## src/rtl/dma_trig_pkg.sv

```systemverilog
`timescale 1ns/1ps
package dma_trig_pkg;
  localparam int WORD_W = 32;
  localparam int SRC_W  = 8;
  localparam int LVL_W  = 3;
  localparam int LVL_MAX = 3;

  typedef enum logic [1:0] {CMD_NONE = 2'd0, CMD_SUSP = 2'd1, CMD_RES = 2'd2, CMD_RSVD = 2'd3} cmd_e;
  typedef enum logic [1:0] {TA_BLOCK = 2'd0, TA_RSVD = 2'd1, TA_BEAT = 2'd2, TA_XACT = 2'd3} act_e;
  typedef enum logic [2:0] {EV_NONE = 3'd0, EV_TRIG = 3'd1, EV_CTRIG = 3'd2, EV_CBLK = 3'd3,
                            EV_SUSP = 3'd4, EV_RES = 3'd5, EV_SKIP = 3'd6, EV_RSVD = 3'd7} eva_e;

  typedef struct packed {
    cmd_e             cmd;
    act_e             act;
    logic [SRC_W-1:0] src;
    logic [LVL_W-1:0] lvl;
    logic             evo;
    logic             evi;
    eva_e             eva;
  } cfg_t;

  function automatic cfg_t word_to_cfg(input logic [WORD_W-1:0] w);
    cfg_t c;
    c.cmd = cmd_e'(w[25:24]);
    c.act = act_e'(w[23:22]);
    c.src = w[15:8];
    c.lvl = w[7:5];
    c.evo = w[4];
    c.evi = w[3];
    c.eva = eva_e'(w[2:0]);
    return c;
  endfunction

  function automatic logic [WORD_W-1:0] cfg_to_word(input cfg_t c);
    logic [WORD_W-1:0] w;
    w        = '0;
    w[25:24] = c.cmd;
    w[23:22] = c.act;
    w[15:8]  = c.src;
    w[7:5]   = c.lvl;
    w[4]     = c.evo;
    w[3]     = c.evi;
    w[2:0]   = c.eva;
    return w;
  endfunction

  function automatic logic src_ok(input logic [SRC_W-1:0] s, input int n);
    return int'(s) <= n;
  endfunction

  function automatic logic lvl_ok(input logic [LVL_W-1:0] l);
    return int'(l) <= LVL_MAX;
  endfunction

  // one pending slot: a taken grant consumes it, a fresh trigger refills it
  function automatic logic pend_next(input logic held, input logic fresh, input logic taken);
    return taken ? (held && fresh) : (held || fresh);
  endfunction
endpackage

```

## src/rtl/dma_trig_cfg.sv

```systemverilog
`timescale 1ns/1ps
module dma_trig_cfg import dma_trig_pkg::*; #(
  parameter int NUM_SRC = 22
) (
  input  logic              clk,
  input  logic              rst_n,
  input  logic              chan_en,
  input  logic              wr_en,
  input  logic [WORD_W-1:0] wr_data,
  output cfg_t              cfg,
  output logic [WORD_W-1:0] rd_data
);
  cfg_t cfg_q, cfg_d, wr_f;

  assign wr_f = word_to_cfg(wr_data);

  always_comb begin
    cfg_d     = cfg_q;
    cfg_d.cmd = (wr_en && wr_f.cmd != CMD_RSVD) ? wr_f.cmd : CMD_NONE;
    if (wr_en && !chan_en) begin
      if (wr_f.act != TA_RSVD)        cfg_d.act = wr_f.act;
      if (src_ok(wr_f.src, NUM_SRC))  cfg_d.src = wr_f.src;
      if (lvl_ok(wr_f.lvl))           cfg_d.lvl = wr_f.lvl;
      if (wr_f.eva != EV_RSVD)        cfg_d.eva = wr_f.eva;
      cfg_d.evo = wr_f.evo;
      cfg_d.evi = wr_f.evi;
    end
  end

  always_ff @(posedge clk or negedge rst_n) begin
    if (!rst_n) cfg_q <= '0;
    else        cfg_q <= cfg_d;
  end

  assign cfg     = cfg_q;
  assign rd_data = cfg_to_word(cfg_q);

  AST_FIELDS_LOCKED: assert property (@(posedge clk) disable iff (!rst_n)
    chan_en |=> ($stable(cfg_q.act) && $stable(cfg_q.src) && $stable(cfg_q.lvl) && $stable(cfg_q.eva)));
  AST_ACT_LEGAL: assert property (@(posedge clk) disable iff (!rst_n)
    cfg_q.act != TA_RSVD);
  AST_SRC_LEGAL: assert property (@(posedge clk) disable iff (!rst_n)
    int'(cfg_q.src) <= NUM_SRC);
  AST_CMD_SELF_CLEAR: assert property (@(posedge clk) disable iff (!rst_n)
    (cfg_q.cmd != CMD_NONE && !wr_en) |=> cfg_q.cmd == CMD_NONE);
endmodule

```

## src/rtl/dma_trig_sel.sv

```systemverilog
`timescale 1ns/1ps
module dma_trig_sel import dma_trig_pkg::*; #(
  parameter int NUM_SRC = 22
) (
  input  logic               clk,
  input  logic               rst_n,
  input  cfg_t               cfg,
  input  logic [NUM_SRC-1:0] periph_req,
  input  logic               sw_trig,
  input  logic               evt_in,
  input  logic               busy,
  output logic               trig,
  output logic               ev_susp,
  output logic               ev_res,
  output logic               ev_skip
);
  logic [NUM_SRC-1:0] line_hit;
  logic periph_hit, ev_live, gate_on_evt, periph_trig;

  for (genvar g = 0; g < NUM_SRC; g++) begin : g_line
    assign line_hit[g] = periph_req[g] && (cfg.src == SRC_W'(g + 1));
  end
  assign periph_hit = |line_hit;

  assign ev_live     = evt_in && cfg.evi;
  assign gate_on_evt = cfg.evi && (cfg.eva == EV_CTRIG);
  assign periph_trig = gate_on_evt ? (ev_live && periph_hit) : periph_hit;

  assign trig = sw_trig || periph_trig
             || (ev_live && cfg.eva == EV_TRIG)
             || (ev_live && cfg.eva == EV_CBLK && !busy);
  assign ev_susp = ev_live && (cfg.eva == EV_SUSP);
  assign ev_res  = ev_live && (cfg.eva == EV_RES);
  assign ev_skip = ev_live && (cfg.eva == EV_SKIP);

  AST_EVT_IGNORED: assert property (@(posedge clk) disable iff (!rst_n)
    !cfg.evi |-> !(ev_susp || ev_res || ev_skip));
  AST_SRC0_QUIET: assert property (@(posedge clk) disable iff (!rst_n)
    (cfg.src == '0 && !sw_trig && !evt_in) |-> !trig);
endmodule

```

## src/rtl/dma_trig_seq.sv

```systemverilog
`timescale 1ns/1ps
module dma_trig_seq import dma_trig_pkg::*; (
  input  logic clk,
  input  logic rst_n,
  input  logic chan_en,
  input  act_e act,
  input  cmd_e cmd,
  input  logic trig,
  input  logic ev_susp,
  input  logic ev_res,
  input  logic ev_skip,
  input  logic blk_done,
  input  logic xfer_done,
  input  logic blk_end_susp,
  output logic beat_grant,
  output logic suspended,
  output logic busy
);
  logic susp_q, skip_q, pend_q, win_q, tok_q;
  logic beat_mode, done_sel, take, blk_end, sus_set, res_req;

  assign beat_mode = (act == TA_BEAT);
  assign done_sel  = (act == TA_XACT) ? xfer_done : blk_done;
  assign take      = chan_en && !susp_q && (pend_q || trig) && (beat_mode || !win_q);
  assign blk_end   = chan_en && blk_done && blk_end_susp;
  assign sus_set   = (cmd == CMD_SUSP) || ev_susp || (blk_end && !skip_q);
  assign res_req   = (cmd == CMD_RES) || ev_res;

  always_ff @(posedge clk or negedge rst_n) begin
    if (!rst_n) begin
      susp_q <= 1'b0;
      skip_q <= 1'b0;
      pend_q <= 1'b0;
      win_q  <= 1'b0;
      tok_q  <= 1'b0;
    end else begin
      susp_q <= res_req ? 1'b0 : (sus_set ? 1'b1 : susp_q);
      skip_q <= ev_skip ? 1'b1 : ((blk_end && skip_q) ? 1'b0 : skip_q);
      if (!chan_en) begin
        pend_q <= 1'b0;
        win_q  <= 1'b0;
        tok_q  <= 1'b0;
      end else begin
        pend_q <= pend_next(pend_q, trig, take);
        tok_q  <= take && beat_mode;
        if (win_q && done_sel)        win_q <= 1'b0;
        else if (take && !beat_mode)  win_q <= 1'b1;
      end
    end
  end

  assign beat_grant = chan_en && !susp_q && (tok_q || win_q);
  assign suspended  = susp_q;
  assign busy       = win_q || pend_q;

  AST_SUSP_ON_CMD: assert property (@(posedge clk) disable iff (!rst_n)
    (cmd == CMD_SUSP && !ev_res) |=> suspended);
  AST_RESUME_WINS: assert property (@(posedge clk) disable iff (!rst_n)
    res_req |=> !suspended);
  AST_IDLE_WHEN_OFF: assert property (@(posedge clk) disable iff (!rst_n)
    !chan_en |=> (!win_q && !pend_q && !tok_q));
  AST_SKIP_ONCE: assert property (@(posedge clk) disable iff (!rst_n)
    (blk_end && skip_q && !ev_skip) |=> !skip_q);
  AST_SKIP_HOLDS: assert property (@(posedge clk) disable iff (!rst_n)
    (blk_end && skip_q && cmd == CMD_NONE && !ev_susp && !res_req) |=> suspended == $past(suspended));
endmodule

```

## src/rtl/dma_trig_ctrl.sv

```systemverilog
`timescale 1ns/1ps
module dma_trig_ctrl import dma_trig_pkg::*; #(
  parameter int NUM_SRC = 22
) (
  input  logic               clk,
  input  logic               rst_n,
  input  logic               chan_en,
  input  logic               wr_en,
  input  logic [31:0]        wr_data,
  output logic [31:0]        rd_data,
  input  logic [NUM_SRC-1:0] periph_req,
  input  logic               sw_trig,
  input  logic               evt_in,
  input  logic               blk_done,
  input  logic               xfer_done,
  input  logic               blk_end_susp,
  output logic               beat_grant,
  output logic               suspended,
  output logic [1:0]         prio_lvl
);
  cfg_t cfg;
  logic trig, ev_susp, ev_res, ev_skip, busy;

  dma_trig_cfg #(.NUM_SRC(NUM_SRC)) i_cfg (
    .clk(clk), .rst_n(rst_n), .chan_en(chan_en), .wr_en(wr_en),
    .wr_data(wr_data), .cfg(cfg), .rd_data(rd_data)
  );

  dma_trig_sel #(.NUM_SRC(NUM_SRC)) i_sel (
    .clk(clk), .rst_n(rst_n), .cfg(cfg), .periph_req(periph_req),
    .sw_trig(sw_trig), .evt_in(evt_in), .busy(busy), .trig(trig),
    .ev_susp(ev_susp), .ev_res(ev_res), .ev_skip(ev_skip)
  );

  dma_trig_seq i_seq (
    .clk(clk), .rst_n(rst_n), .chan_en(chan_en), .act(cfg.act), .cmd(cfg.cmd),
    .trig(trig), .ev_susp(ev_susp), .ev_res(ev_res), .ev_skip(ev_skip),
    .blk_done(blk_done), .xfer_done(xfer_done), .blk_end_susp(blk_end_susp),
    .beat_grant(beat_grant), .suspended(suspended), .busy(busy)
  );

  assign prio_lvl = cfg.lvl[1:0];

  AST_LVL_LEGAL: assert property (@(posedge clk) disable iff (!rst_n)
    lvl_ok(cfg.lvl));
  AST_OFF_NO_GRANT: assert property (@(posedge clk) disable iff (!rst_n)
    !chan_en |-> !beat_grant);
endmodule

```

## config.mk

```make
export PLATFORM = sky130hd
export DESIGN_NAME = dma_trig_ctrl
export DESIGN_NICKNAME = d
export VERILOG_FILES = /design/src/rtl/dma_trig_pkg.sv /design/src/rtl/dma_trig_cfg.sv /design/src/rtl/dma_trig_sel.sv /design/src/rtl/dma_trig_seq.sv /design/src/rtl/dma_trig_ctrl.sv
export SDC_FILE = /design/constraint.sdc
export NUM_CORES = 1
export LEC_CHECK = 0
export ABC_AREA = 1
export BUFFER_PORTS_ARGS = -buffer_cell sky130_fd_sc_hd__buf_4
export CORE_ASPECT_RATIO = 0.75
export CORE_MARGIN = 3
export CORE_UTILIZATION = 45
export DETAILED_ROUTE_END_ITERATION = 10
export PLACE_DENSITY = 0.92
export REMOVE_ABC_BUFFERS = 1
export SLEW_MARGIN = 20
export SYNTH_ARGS = -nofsm -noshare
export SYNTH_HDL_FRONTEND = slang
export SYNTH_SLANG_ARGS = --single-unit
```

## constraint.sdc

```tcl
create_clock -name clk -period 2 [get_ports clk]
set_input_delay 0.2 -clock clk [delete_from_list [all_inputs] [get_ports clk]]
set_output_delay 0.2 -clock clk [all_outputs]
set_load 0.05 [all_outputs]
```

### After elaboration in Yosys (flattened, before gate mapping)

Index checks and enable logic that the tools add are counted.

* $lt $le $gt $ge: 2
* equal/unequal tests: 36
* muxes and demuxes: 13
* reduce and logical (&&, ||, !) cells: 68

Operators with widths (number)
* $eq A8 B4 Y1 const B: 8
* $eq A8 B5 Y1 const B: 7
* $logic_and A1 B1 Y1: 45
* $eq A8 B3 Y1 const B: 4
* $reduce_or A22 Y1: 1
* $eq A8 B2 Y1 const B: 2
* $mux W1: 12
* $logic_or A1 B1 Y1: 10
* $eq A3 B3 Y1 const B: 3
* $eq A8 B1 Y1 const B: 1
* $le A8 B5 Y1 const B: 1
* $reduce_and A2 Y1: 4
* $eq A2 B2 Y1 const B: 3
* $eq A3 B2 Y1 const B: 2
* $logic_not A1 Y1: 6
* $reduce_bool A2 Y1: 2
* $eq A3 B1 Y1 const B: 1
* $le A3 B2 Y1 const B: 1
* $ne A3 B1 Y1 const B: 1
* $ne A3 B3 Y1 const B: 1
* $eq A2 B1 Y1 const B: 1
* $mux W2: 1
* $ne A2 B1 Y1 const B: 1
* $ne A2 B2 Y1 const B: 1

* bits in registers: 25
* input bits: 63
* output and inout bits: 36
* logic and storage cells: 131

### Longest topological paths before layout

* depth after elaboration: 15
* mapped depth: 13
* gate-level depth less buffers: 13

### Modules after synthesis

A second synthesis with hierarchy kept.

* cells, all modules: 250
* area total of the unflattened synthesis: 1737.9 um^2

By module, submodules not included
* dma_trig_cfg: instances 1, cells an instance 122, area each 1066.0 um^2, seq. area each 500.5 um^2
* dma_trig_sel: instances 1, cells an instance 86, area each 382.9 um^2, seq. area each 0.0 um^2
* dma_trig_seq: instances 1, cells an instance 42, area each 289.0 um^2, seq. area each 125.1 um^2

### Worst setup path after synthesis

No wires, ideal clock.

* path kind: flip-flop to flip-flop
* from: reg i_cfg.cfg_q (netlist bit i_cfg.cfg[9])
* to: reg i_seq.win_q
* library setup time: 0.122 ns
* arrival time: 1.564 ns
* required time: 1.878 ns
* setup slack: 0.314 ns
* cell stages (with the launch flop): 12
* buffers on the path: 0
* period minus slack after synthesis: 1.686 ns
* cell sequence: dfrtp_1 -> nor2_2 -> nand3_1 -> nand2_1 -> nor2_1 -> nand2_1 -> a21oi_1 -> nand2_1 -> nand2_2 -> nand3_2 -> nand4_1 -> o21ai_1

* longest elaborated chain between the ends: 13
* elaborated cells on any way between the ends: 55
* those cells by class: eq/ne: 23; mux: 1; reduce/logical: 31

RTL lines
* start, declared: line dma_trig_cfg.sv:13 `cfg_t cfg_q, cfg_d, wr_f;`
* start signal, assigned: line dma_trig_cfg.sv:32 `else cfg_q <= cfg_d;`
* $eq A8 B1 Y1 (tied with other cells): line dma_trig_sel.sv:21 `assign line_hit[g] = periph_req[g] && (cfg.src == SRC_W'(g + 1));`
* $logic_and A1 B1 Y1: line dma_trig_sel.sv:21
* $reduce_or A22 Y1 (*): line dma_trig_sel.sv:23 `assign periph_hit = |line_hit;`
* $logic_and A1 B1 Y1: line dma_trig_sel.sv:27 `assign periph_trig = gate_on_evt ? (ev_live && periph_hit) : periph_hit;`
* $mux W1 (*): line dma_trig_sel.sv:27
* $logic_or A1 B1 Y1 (*): line dma_trig_sel.sv:29 `assign trig = sw_trig || periph_trig`
* $logic_or A1 B1 Y1 (*): line dma_trig_sel.sv:30 `|| (ev_live && cfg.eva == EV_TRIG)`
* $logic_or A1 B1 Y1 (*): line dma_trig_sel.sv:31 `|| (ev_live && cfg.eva == EV_CBLK && !busy);`
* $logic_or A1 B1 Y1 (*): line dma_trig_seq.sv:24 `assign take = chan_en && !susp_q && (pend_q || trig) && (beat_mode || !win_q);`
* $logic_and A1 B1 Y1 (*) (2 in series): line dma_trig_seq.sv:24
* $logic_and A1 B1 Y1 (*): line dma_trig_seq.sv:47 `else if (take && !beat_mode) win_q <= 1'b1;`
* $ne A3 B1 Y1 (no line) (*)
* end signal, assigned: line dma_trig_seq.sv:34 `win_q <= 1'b0;`
* end signal, assigned: line dma_trig_seq.sv:46 `if (win_q && done_sel) win_q <= 1'b0;`
* end signal, assigned: line dma_trig_seq.sv:47
* end, declared: line dma_trig_seq.sv:19 `logic susp_q, skip_q, pend_q, win_q, tok_q;`

Every way passes the cells marked *; elsewhere a longest branch is shown, timed or not.
A chain may end at the register's enable or synchronous reset.

### Worst setup path in the final report

* from: reg i_cfg.cfg_q (netlist bit i_cfg.cfg[8])
* to: reg i_seq.win_q

The elaborated chain is that of the path after synthesis.

==> results.cfg <==
[worst_setup_path]
cp_num_buf_inv = 1
rr_startpoint = i_cfg.cfg[8]$_DFFE_PN0P_
crit_path_frequent_cell = nand2_1
crit_chain = nand2_1, inv_2, nand2_1, nand3_1, nand2_1, nand3_1, a21oi_1, nand2_1, nand2_2, nand3_2, nand4_1, o21ai_1
worstSetupPathType = reg -> reg
slowest_delay_ns = 0.47
cp-startpoint = i_cfg.cfg[8]$_DFFE_PN0P_
crit_family = simple AND/OR/NAND/NOR gates
crit_slowest_cell = dfrtp_1
r2r_cells = 12
cp.depth = 12
required_ns = 2.16
critPathLaunchType = register
critPathMaxFanout = 7
cp-end-kind = register
arrival_ns = 1.72

[clocking]
postCtsSetupBuffers = 0
ctsResizeCount = 0
cts_hold_buffers = 1
cts_tree = yes
cts.sinks = 25
clockRootBuffer = clkbuf_8
path_clk_slew_ns = 0.09
worstSkewPairLatency_ns = 0.27
cts.htree.levels = 1
clockBufferDepth = 2
cts_buffers = 3

[die]
start_util = 0.492
core.rowCount = 17
design.portCount = 99
die_y_um = 56.3
fp.dieArea_um2 = 4120
core_area_um2 = 3080
die_w_um = 73.1

[yosys]
netlist_instances = 209
yosysTopAreaCell = dfrtp_1
async_flop_share = 1.00
synth-edff-count = 0
ys_ff_latch = 25
synth_area_leaders = dfrtp_1 41%, nand2_1 13%, buf_4 6.9%
syn_avg_cell_area_um2 = 7.27
synth_flop_cell = dfrtp_1
yosysWarnings = 0
synthDistinctLibCells = 27
synth.top_cell.area_share = 0.412
seq_area_frac_synth = 0.412
syn-cell-area_um2 = 1520

[power]
seq_power_share = 0.367
power_leakage_uw = 0.00119
power_frac_comb = 0.471
switching_share = 0.458
power_density_nw_per_um2 = 888
clockPowerShare = 0.162
ir_worst_vdd_mv = 0.572
intPower_uw = 1020
p_sw_uw = 861
total_power_uw = 1880

[sta]
fin_crit_sh = 0.780
hold_viol_final = 0
finClkSkew_ns = 0.00398
fin_crit_ns = 1.56
final-setup-viol-count = 0
fmax_ghz = 0.641
slew_viol_final = 0
setup_tns_ns = 0
rsz0062_at_grt = false

[final_layout]
final_cell_mix = 74 x buf_4, 51 x nand2_1, 25 x inv_1, 25 x dfrtp_1, 24 x nor2_1
diodes = 0
area_delta_synth_final_pct = 39.4
drive_above_1_share = 0.344
nNetsFinal = 349
layout_commonest_cell = buf_4
fill_cells = 283

[worst_hold_path]
hp-class = in -> reg
min_path_cells = 3
hp-start = wr_data[3]

[grt]
antenna_found_initial = 0
overflow = 0
grt_pass1_vias = 1391
grt.total_usage = 0.196
grt_pass1_wl_um = 6220
grt_max_degree = 26

[outcome]
status = finished, final reports clean

[route]
drt_iter0_drc = 90
drt_pass1_iterations = 4
viasPerCell = 4.83
num_vias = 1559
ant_nets = 0
drc = 0
drt-total-wl_um = 3920
avgRoutedWirePerCell_um = 12.1

[flow_run]
cap_violations = 0

[placement]
io_buffers = 74
place.gp.congestion = 0.847
dp.final_hpwl_um = 3300
## flip-flops by register name, indices dropped and copies added, names as in the netlist
name and cells:
i_cfg.cfg 20, i_seq.pend_q 1, i_seq.skip_q 1, i_seq.suspended 1, i_seq.tok_q 1, i_seq.win_q 1
## logic make-up (layout without fill, tap and decap cells)
kind of cell | count (synthesis) | in the layout | share of synthesized area
buf+inv | 45 | 110 | 0.146
other cells | 1 | 12 | 0.00247
flops | 25 | 25 | 0.412
compound gates | 25 | 25 | 0.0964
simple gates | 110 | 110 | 0.321
mux | 3 | 3 | 0.0222
## through the flow
step / area [µm²] / worst slack (ns) / util / hold WS [ns] / std cells
after global routing: 2120 / 0.199 / 0.686 / 0.128 / 323
final: 2120 / 0.439 / 0.686 / 0.114 / 323
after CTS: 2120 / 0.437 / 0.686 / 0.109 / 323
after detailed placement: 2060 / 0.412 / 0.667 / 0.119 / 318
after global placement: 2060 / 0.482 / 0.667 / 0.117 / 318
after floorplan: 1460 / 0.314 / - / -0.0956 / 206
## per-layer routing
layer | track usage | share of wire | vias to the layer above
met1 | 0.270 | 0.44 | 695
met5 | 0 | 0 | -
met4 | 0.0684 | 0.019 | 0
met3 | 0.0483 | 0.063 | 9
met2 | 0.297 | 0.47 | 61
li1 | - | - | 794
## path summary, 6_finish.rpt
| check | to | slack, ns |
|---|---|---|
| worst min-delay path | i_cfg.cfg[3]$_DFFE_PN0P_ | 0.11 |
| worst min register to register | i_cfg.cfg[7]$_DFFE_PN0P_ | 0.49 |
| worst max register to register | i_seq.win_q$_DFFE_PN0P_ | 0.44 |
| min in group asynchronous | i_seq.tok_q$_DFF_PN0_ | 0.36 |
| max in group asynchronous | i_cfg.cfg[16]$_DFFE_PN0P_ | 1.40 |
| worst max-delay path | i_seq.win_q$_DFFE_PN0P_ | 0.44 |
## power by group through the flow
stage                     sequential [µW]  combinational, µW  clock [µW]
after floorplan                       962                324           0
after global placement                695                873           0
after detailed placement              697                888           0
after CTS                             689                889         313
after global routing                  709                951         332
final                                 690                886         305
## layout make-up
class / count / area [µm²] / area share
inverters: 31 / 116 / 0.0550
clock inverters: 1 / 7.51 / 0.00355
clock buffers: 3 / 41.3 / 0.0195
repair buffers: 75 / 566 / 0.267
multi-input cells: 150 / 713 / 0.337
well taps: 38 / 47.5 / 0.0225
flip-flops and latches: 25 / 626 / 0.296
## cells in the mapped netlist (all sizes together) (2+ instances only)
master,number
nand2,52
inv,31
nor2,29
dfrtp,25
nand3,20
buf,14
o21ai,12
a21oi,9
mux2,3
and3,2
nand3b,2
nand4,2
## worst reg2reg max path, cell delays in order, from the launching register on
cell and delay (ns):
dfrtp_1 0.47, nand2_1 0.14, inv_2 0.06, nand2_1 0.06, nand3_1 0.10, nand2_1 0.08, nand3_1 0.06, a21oi_1 0.11
nand2_1 0.08, nand2_2 0.07, nand3_2 0.08, nand4_1 0.08, o21ai_1 0.06
Note: power is estimated with default switching activity, not from simulation.
